[config.mk]
export PLATFORM = sky130hd
export DESIGN_NAME = frac_div
export DESIGN_NICKNAME = d
export VERILOG_FILES = /design/src/rtl/frac_div_pkg.sv /design/src/rtl/fd_operand_latch.sv /design/src/rtl/fd_step_ctrl.sv /design/src/rtl/fd_shift_datapath.sv /design/src/rtl/frac_div.sv
export SDC_FILE = /design/constraint.sdc
export NUM_CORES = 1
export LEC_CHECK = 0
export ABC_AREA = 1
export BUFFER_PORTS_ARGS = -buffer_cell sky130_fd_sc_hd__buf_2
export CAP_MARGIN = 20
export CORE_MARGIN = 4
export CORE_UTILIZATION = 55
export CTS_CLUSTER_DIAMETER = 40
export DETAILED_ROUTE_END_ITERATION = 10
export PLACE_DENSITY = 0.81
export SLEW_MARGIN = 10
export SYNTH_ARGS = -nofsm -noshare
export SYNTH_HDL_FRONTEND = slang
export SYNTH_SLANG_ARGS = --single-unit
export TNS_END_PERCENT = 20
[constraint.sdc]
create_clock -name clk -period 2.1 [get_ports clk]
set_input_delay 0.21 -clock clk [delete_from_list [all_inputs] [get_ports clk]]
set_output_delay 0.21 -clock clk [all_outputs]
set_load 0.01 [all_outputs]
[src/rtl/frac_div_pkg.sv]
// Package: shared types and default sizes for the fractional divider.
// Assumes the operand width is even, so it splits into two host byte lanes.
package frac_div_pkg;
    parameter int unsigned DIV_W_DEF = 16;

    // One strobe per writable byte of the operand latches.
    typedef struct packed {
        logic dvd_hi;
        logic dvd_lo;
        logic dvs_hi;
        logic dvs_lo;
    } wr_strb_t;
endpackage

[src/rtl/fd_operand_latch.sv]
// Module: operand latches. Holds the dividend as written and the divisor in
// inverted form, each loaded one half-width lane at a time.
// Assumes W is even; lane 1 is the upper half.
module fd_operand_latch
    import frac_div_pkg::*;
#(
    parameter int unsigned W = DIV_W_DEF
) (
    input  logic                 clk,
    input  logic                 rst_n,
    input  wr_strb_t             strb,
    input  logic [W/2-1:0]       wr_data,
    output logic [W-1:0]         dvd_q,
    output logic [W-1:0]         dvs_inv_q
);
    localparam int unsigned H = W / 2;

    for (genvar g = 0; g < 2; g++) begin : g_lane
        logic dvd_we;
        logic dvs_we;
        assign dvd_we = (g == 1) ? strb.dvd_hi : strb.dvd_lo;
        assign dvs_we = (g == 1) ? strb.dvs_hi : strb.dvs_lo;

        // Dividend lane: written only by the host.
        always_ff @(posedge clk) begin
            if (!rst_n)      dvd_q[g*H +: H] <= '0;
            else if (dvd_we) dvd_q[g*H +: H] <= wr_data;
        end

        // Divisor lane: stored inverted so the datapath subtracts by adding.
        always_ff @(posedge clk) begin
            if (!rst_n)      dvs_inv_q[g*H +: H] <= '1;
            else if (dvs_we) dvs_inv_q[g*H +: H] <= ~wr_data;
        end
    end

    assert_dvd_hold_R2: assert property (@(posedge clk) disable iff (!rst_n)
        (!strb.dvd_hi && !strb.dvd_lo) |=> $stable(dvd_q));

    assert_dvs_lo_inv_R4: assert property (@(posedge clk) disable iff (!rst_n)
        strb.dvs_lo |=> (dvs_inv_q[H-1:0] == ~$past(wr_data)));
endmodule

[src/rtl/fd_step_ctrl.sv]
// Module: step sequencer. Runs the fixed number of divide steps after a
// start. An arm request cancels a run; a start always wins over an arm.
module fd_step_ctrl #(
    parameter int unsigned STEPS = 15
) (
    input  logic clk,
    input  logic rst_n,
    input  logic arm,
    input  logic start,
    output logic busy,
    output logic step,
    output logic load
);
    localparam int unsigned CW = $clog2(STEPS + 1);
    localparam logic [CW-1:0] LAST = CW'(STEPS - 1);

    logic [CW-1:0] cnt;

    // Remainder and quotient are reloaded on either divisor byte write.
    assign load = arm | start;
    assign step = busy;

    // Counter and busy flag: start clears the count, the last step ends the run.
    always_ff @(posedge clk) begin
        if (!rst_n) begin
            busy <= 1'b0;
            cnt  <= '0;
        end else if (start) begin
            busy <= 1'b1;
            cnt  <= '0;
        end else if (arm) begin
            busy <= 1'b0;
            cnt  <= '0;
        end else if (busy) begin
            if (cnt == LAST) begin
                busy <= 1'b0;
                cnt  <= '0;
            end else begin
                cnt <= cnt + 1'b1;
            end
        end
    end

    assert_start_busy_R4: assert property (@(posedge clk) disable iff (!rst_n)
        start |=> busy);

    assert_arm_idle_R3: assert property (@(posedge clk) disable iff (!rst_n)
        (arm && !start) |=> !busy);

    assert_cnt_bound_R5: assert property (@(posedge clk) disable iff (!rst_n)
        busy |-> (cnt <= LAST));

    assert_run_len_R5: assert property (@(posedge clk) disable iff (!rst_n)
        ($fell(busy) && !$past(arm)) |-> ($past(cnt) == LAST));
endmodule

[src/rtl/fd_shift_datapath.sv]
// Module: restoring divide datapath. A remainder shift register one bit wider
// than the operands, an adder with the inverted divisor, and a quotient shift
// register fed by the carry-out. A successful subtract writes back the
// difference already shifted left. Assumes dividend < 2 * divisor.
module fd_shift_datapath #(
    parameter int unsigned W     = 16,
    parameter int unsigned STEPS = 15
) (
    input  logic             clk,
    input  logic             rst_n,
    input  logic             load,
    input  logic             step,
    input  logic [W-1:0]     dvd,
    input  logic [W-1:0]     dvs_inv,
    output logic [STEPS-1:0] quo
);
    localparam int unsigned RW = W + 1;

    logic [RW-1:0] rem;
    logic [RW:0]   sum;
    logic          carry;
    logic [RW-1:0] diff_shl;
    logic [RW-1:0] rem_shl;

    // Trial subtract: rem + ~divisor + 1, with the divisor widened to RW bits.
    always_comb begin
        sum      = {1'b0, rem} + {1'b0, 1'b1, dvs_inv} + {{RW{1'b0}}, 1'b1};
        carry    = sum[RW];
        diff_shl = sum[RW-1:0] << 1;
        rem_shl  = rem << 1;
    end

    // Remainder and quotient registers: reload on arm/start, else one step.
    always_ff @(posedge clk) begin
        if (!rst_n) begin
            rem <= '0;
            quo <= '0;
        end else if (load) begin
            rem <= {1'b0, dvd};
            quo <= '0;
        end else if (step) begin
            quo <= {quo[STEPS-2:0], carry};
            rem <= carry ? diff_shl : rem_shl;
        end
    end

    assert_load_clear_R3: assert property (@(posedge clk) disable iff (!rst_n)
        load |=> (quo == '0));

    assert_quo_hold_R9: assert property (@(posedge clk) disable iff (!rst_n)
        (!load && !step) |=> $stable(quo));

    assert_quo_shift_R6: assert property (@(posedge clk) disable iff (!rst_n)
        (step && !load) |=> (quo[STEPS-1:1] == $past(quo[STEPS-2:0])));
endmodule

[src/rtl/frac_div.sv]
// Module: top of the fractional divider. Ties the operand latches, the step
// sequencer and the datapath to the byte-wide host strobes. The quotient is
// presented left-aligned at the operand width.
module frac_div
    import frac_div_pkg::*;
#(
    parameter int unsigned W = DIV_W_DEF
) (
    input  logic           clk,
    input  logic           rst_n,
    input  logic           wr_dvd_hi,
    input  logic           wr_dvd_lo,
    input  logic           wr_dvs_hi,
    input  logic           wr_dvs_lo,
    input  logic [W/2-1:0] wr_data,
    output logic [W-1:0]   rd_quot,
    output logic           busy
);
    localparam int unsigned STEPS = W - 1;

    wr_strb_t         strb;
    logic [W-1:0]     dvd_q;
    logic [W-1:0]     dvs_inv_q;
    logic             step;
    logic             load;
    logic [STEPS-1:0] quo;

    assign strb = '{dvd_hi: wr_dvd_hi, dvd_lo: wr_dvd_lo,
                    dvs_hi: wr_dvs_hi, dvs_lo: wr_dvs_lo};

    fd_operand_latch #(.W(W)) u_latch (
        .clk       (clk),
        .rst_n     (rst_n),
        .strb      (strb),
        .wr_data   (wr_data),
        .dvd_q     (dvd_q),
        .dvs_inv_q (dvs_inv_q)
    );

    fd_step_ctrl #(.STEPS(STEPS)) u_ctrl (
        .clk   (clk),
        .rst_n (rst_n),
        .arm   (wr_dvs_hi),
        .start (wr_dvs_lo),
        .busy  (busy),
        .step  (step),
        .load  (load)
    );

    fd_shift_datapath #(.W(W), .STEPS(STEPS)) u_dp (
        .clk     (clk),
        .rst_n   (rst_n),
        .load    (load),
        .step    (step),
        .dvd     (dvd_q),
        .dvs_inv (dvs_inv_q),
        .quo     (quo)
    );

    assign rd_quot = {quo, {(W - STEPS){1'b0}}};
endmodule

* After elaboration in Yosys (flattened, before gate mapping)
Index checks and enable logic that the tools add are counted.
** Word-level totals
- Output and inout bits :: 17
- Bits in registers :: 69
- Logic and storage cells :: 27
- Input bits :: 14
** Operators by class
- Reductions and logical operators :: 3
- Bitwise logic cells :: 3
- Add/subtract/negate cells :: 3
- Equality and inequality tests :: 1
- Mux-type cells :: 8
** Operators with widths (number)
- 16-bit 2-to-1 mux :: 2
- 17-bit by 17-bit adder with 18-bit output :: 1
- 18-bit by 1-bit adder with 18-bit output, second input constant :: 1
- 17-bit 2-to-1 mux :: 1
- 8-bit NOT :: 1
- 4-bit by 1-bit adder with 4-bit output, second input constant :: 1
- 4-bit == test, second input constant :: 1
- 1-bit 2-to-1 mux :: 4
- 4-bit 2-to-1 mux :: 1
- 3-bit OR reduction :: 1
- 2-bit nonzero test :: 1
- 2-bit OR reduction :: 1
- 1-bit NOT :: 1
- 1-bit OR :: 1

* Longest topological paths before layout
- Word-level depth :: 5
- Gate-level depth with buffers :: 15
- Mapped depth without buffers :: 15

* By module
Synthesis repeated with hierarchy kept, for this count alone.
** Unflattened totals
- Cells, all modules :: 593
- Area total of the unflattened synthesis :: 3980.1 um^2
** Modules (own cells, without submodules)
- fd_shift_datapath :: area each 2491.1 um^2, seq. area each 640.6 um^2, cells each 390, times used 1
- fd_operand_latch :: area each 1218.7 um^2, seq. area each 640.6 um^2, cells each 163, times used 1
- fd_step_ctrl :: area each 259.0 um^2, seq. area each 100.1 um^2, cells each 38, times used 1
- frac_div :: area each 11.3 um^2, seq. area each 0.0 um^2, cells each 2, times used 1

* Worst setup path before layout
No wires, ideal clock.
- Path type :: register to register
- From :: register u_latch.dvs_inv_q[0]
- To :: register u_dp.rem[11]
- Setup time :: 0.109 ns
- Slack :: 0.296 ns
- Data required time :: 1.991 ns
- Path buffers :: 0
- Data arrival time :: 1.696 ns
- Period minus slack after synthesis :: 1.804 ns
- Stages on the path, launching flop included :: 16
- Cell sequence :: dfxtp_1 > inv_1 > ha_1 > fa_1 > inv_1 > nand3_1 > nand2_1 > nand2_1 > nand3_1 > nand2_1 > nand2_1 > nand2_1 > nand3_2 > nand3_2 > nand2_1 > inv_1
** Between the ends
- Longest elaborated chain between the ends :: 5
** RTL lines
- start: declaration :: line fd_operand_latch.sv:14 : output logic [W-1:0] dvs_inv_q
- start signal: indexed assignment :: line fd_operand_latch.sv:33 : else if (dvs_we) dvs_inv_q[g*H +: H] <= ~wr_data;
- 17-bit by 17-bit adder with 18-bit output :: line fd_shift_datapath.sv:27 : sum = {1'b0, rem} + {1'b0, 1'b1, dvs_inv} + {{RW{1'b0}}, 1'b1};
- 18-bit by 1-bit adder with 18-bit output :: line fd_shift_datapath.sv:27
- 17-bit 2-to-1 mux :: line fd_shift_datapath.sv:43 : rem <= carry ? diff_shl : rem_shl;
- 16-bit 2-to-1 mux :: line fd_shift_datapath.sv:41 : end else if (step) begin
- 16-bit 2-to-1 mux :: line fd_shift_datapath.sv:38 : end else if (load) begin
- end signal: assignment :: line fd_shift_datapath.sv:39 : rem <= {1'b0, dvd};
- end signal: assignment :: line fd_shift_datapath.sv:43
- end: declaration :: line fd_shift_datapath.sv:19 : logic [RW-1:0] rem;
Every way passes these cells. The select of a mux whose other input is x is not followed.
A chain may end at the register's enable or synchronous reset.

* Worst setup path after layout
- From :: register u_dp.rem[10]
- To :: register u_dp.rem[13]
** Between the ends
- Longest elaborated chain between the ends :: 5
** RTL lines (line)
- 17-bit by 17-bit adder with 18-bit output :: fd_shift_datapath.sv:27
- 18-bit by 1-bit adder with 18-bit output :: fd_shift_datapath.sv:27
- 17-bit 2-to-1 mux :: fd_shift_datapath.sv:43
- 16-bit 2-to-1 mux :: fd_shift_datapath.sv:41
- 16-bit 2-to-1 mux :: fd_shift_datapath.sv:38
Every way passes these cells. The select of a mux whose other input is x is not followed.

==> run summary <==
Leak - 1.97 nW
Worst Tran Pin Value - 0.679 ns
Crit path largest cell delay - 0.39 ns
crit-path leading delay family - compound AO/OA/AOI/OAI gates
Crit path top cell by count - nor2_1
worst reg2reg setup slack - 0.12 ns
status - finished clean
Mapped Area - 3780 sq um
port buffer count - 29
fin crit period - 1.98 ns
CTS buffer count - 9
footprint of the multi-input gates - 2120 sq um
CP required - 2.32 ns
largest family of logic cells by synthesized area - simple AND/OR/NAND/NOR gates
drt wl/cell - 15.0 um
most frequent cells in the layout - nand2_1, inv_1, dfxtp_1
GRT Total Usage - 0.234
htree depth - 3
Critical Path AT - 2.20 ns
GRT Residual Overflow - 0
P_int - 2.49 mW
top post-synthesis cells by area - dfxtp_1, nand2_1, a21oi_1
RSZ-0062 raised after global routing - no
P_sw - 1.12 mW
clock network power share - 0.342
layout cells sized above 1 - 0.196
Adder-Cell Fraction of Synth Area - 0.0582
cells after synthesis - 533
Hold Fails Final Rpt - 0
Detailed Route WL - 9720 um
vias in the first global route - 3329
YS warnings - 0
register area - 1380 sq um
Buf+Inv Stages, Crit Path - 1
fin. max-slew vios - 0
post-synthesis net count - 564
pwr dens - 826 nW/um^2
worst vdd ir - 0.732 mV
total of max-cap violations - 0
Synth top area share - 0.365
initial core utilization - 0.579
Final Wtd Congestion - 0.975
Simple-Gate Fraction of Synth Area - 0.258
crit path launch type - flop
std cell rows - 29
via count - 3611
antenna cells - 0
Max FO, Critical Path - 5
# fillers - 523
synthesis-to-layout area growth - 15.7%
Worst-path clk slew - 0.07 ns
period utilization - 0.944
final instance area - 4380 sq um
Pre-Repair DR Iteration Count - 5
Avg Cell Area, Syn - 7.10 sq um
Antenna Nets Post-Route - 0
Die ar. - 8270 sq um
Placeable Area - 6530 sq um
CTS Buffer Depth - 2
worst hold path class - primary input to flop
Synth Area in Compound Gates - 0.196
Worst Setup End Kind - flop
combinational power share - 0.262
pin count of the biggest net entering global routing - 27
register bit total from synthesis - 69
antenna violations before repair - 0
part of the Yosys area used for sequential elements - 0.365
Slowest cell on crit path - dfxtp_1
final setup vio count - 0
first-pass GRT wire length - 15800 um
FMAX - 0.504 GHz
CTS tree - yes
vias per inst - 5.56
Clk Tree Root Cell - clkbuf_8
Distinct cells, synth - 39
post-synthesis mux area share - 0
# hold bufs at CTS - 0
Max-slew headroom - 0.546
initial DRC count - 273
crit-path cells - ha_2 > a21oi_2 > o21ai_1 > a21oi_4 > buf_4 > nand3b_1 > nand2_1 > nor2_1 > nor2_1 > nor2_1
sequential share of power - 0.396
clk sink count - 69
Ports - 31
TNS Setup - 0 ns
XOR/XNOR Fraction of Synth Area - 0.0162
Die Y-Extent - 90.9 um
critical path type - flop to flop
commonest non-fill, non-tap cell in the layout - nand2_1
NumNets Final - 599
Die Width - 90.9 um
DPL Wire Length - 6920 um
clk_skew - 0.00857 ns
Placed Area - 4010 sq um
Sw Ratio - 0.311
Synth area leader - dfxtp_1
DRC viols - 0
clock latency on the worst-skew pair - 0.34 ns
[power groups by stage]
stage	clock, mW	sequential [mW]	combinational (mW)
global placement	0	1.45	0.845
floorplan	0	1.43	0.681
finish	1.24	1.43	0.947
detailed placement	0	1.45	0.861
CTS	1.25	1.42	0.872
global route	1.31	1.44	1.05
[final cells by class]
class | count | share of cell area
Sequential cell | 69 | 0.316
Inverter | 76 | 0.0657
Clock inverter | 3 | 0.0154
Timing Repair Buffer | 44 | 0.0589
Multi-Input combinational cell | 368 | 0.484
Clock buffer | 12 | 0.0377
Tap cell | 77 | 0.0220
[kinds of logic (layout without fill, tap and decap cells)]
logic type	count (synthesis)	after routing
AND/OR/NAND/NOR	208	208
AO/OA/AOI/OAI	135	135
buffers and inverters	96	135
flip-flops	69	69
adder cells (fa/ha/maj)	17	17
XOR/XNOR	7	7
other	1	1
[worst reg2reg max path, cell delays in order (launching register included)]
cell and delay (ns):
dfxtp_1 0.39, ha_2 0.33, a21oi_2 0.18, o21ai_1 0.13
a21oi_4 0.26, buf_4 0.18, nand3b_1 0.08, nand2_1 0.08
nor2_1 0.04, nor2_1 0.13, nor2_1 0.06
[final timing paths]
check / from / end / depth (start not counted)
worst max-delay path: u_dp.rem[10] / u_dp.rem[13] / 10
worst min-delay path: wr_data[0] / u_latch.dvs_inv_q[0] / 2
worst max register to register: u_dp.rem[10] / u_dp.rem[13] / 10
worst min register to register: u_dp.quo[14] / u_dp.quo[14] / 2
[through the flow]
step / hold slack, ns / cells / power, mW / util / worst slack [ns]
final: 0.103 / 649 / 3.62 / 0.670 / 0.117
after global routing: 0.104 / 649 / 3.80 / 0.670 / 0.000368
after CTS: 0.0969 / 647 / 3.54 / 0.649 / 0.0385
after global placement: 0.446 / 632 / 2.29 / 0.614 / 0.143
after detailed placement: 0.455 / 632 / 2.31 / 0.614 / 0.0787
after floorplan: 0.310 / 533 / 2.11 / - / 0.296
[synthesized netlist by cell type, drive strengths merged]
library cell,count
buf,5
a21oi,76
nor2,28
nand2,136
nand3b,3
clkbuf,15
o221ai,4
nor3b,1
nand4,3
and2,2
xnor2,3
xor2,4
dfxtp,69
a211oi,1
clkinv,1
conb,1
a221oi,1
o21ai,53
ha,16
nor3,5
nand3,30
fa,1
inv,75
[sequential cells by signal (all words and copies together) (netlist names)]
signal             flops
u_dp.quo              15
u_latch.dvd_q         16
u_ctrl.cnt             4
u_dp.rem              17
u_latch.dvs_inv_q     16
u_ctrl.busy            1
[per-layer routing]
layer | routed length (um) | vias to the layer above | global-route usage
li1 | - | 1798 | -
met1 | 4420 | 1657 | 0.320
met3 | 721 | 10 | 0.0653
met4 | 82 | 0 | 0.0666
met2 | 4500 | 146 | 0.364
met5 | 0 | - | 0
[timing repair]
item / 4_1_cts / 5_1_grt
hold endpoints to repair: 0 / 0
setup endpoints to repair: 0 / 15
buffers inserted: 0 / 2
gates resized for setup: 0 / 20
No activity file was read; power rests on OpenSTA's default activity.
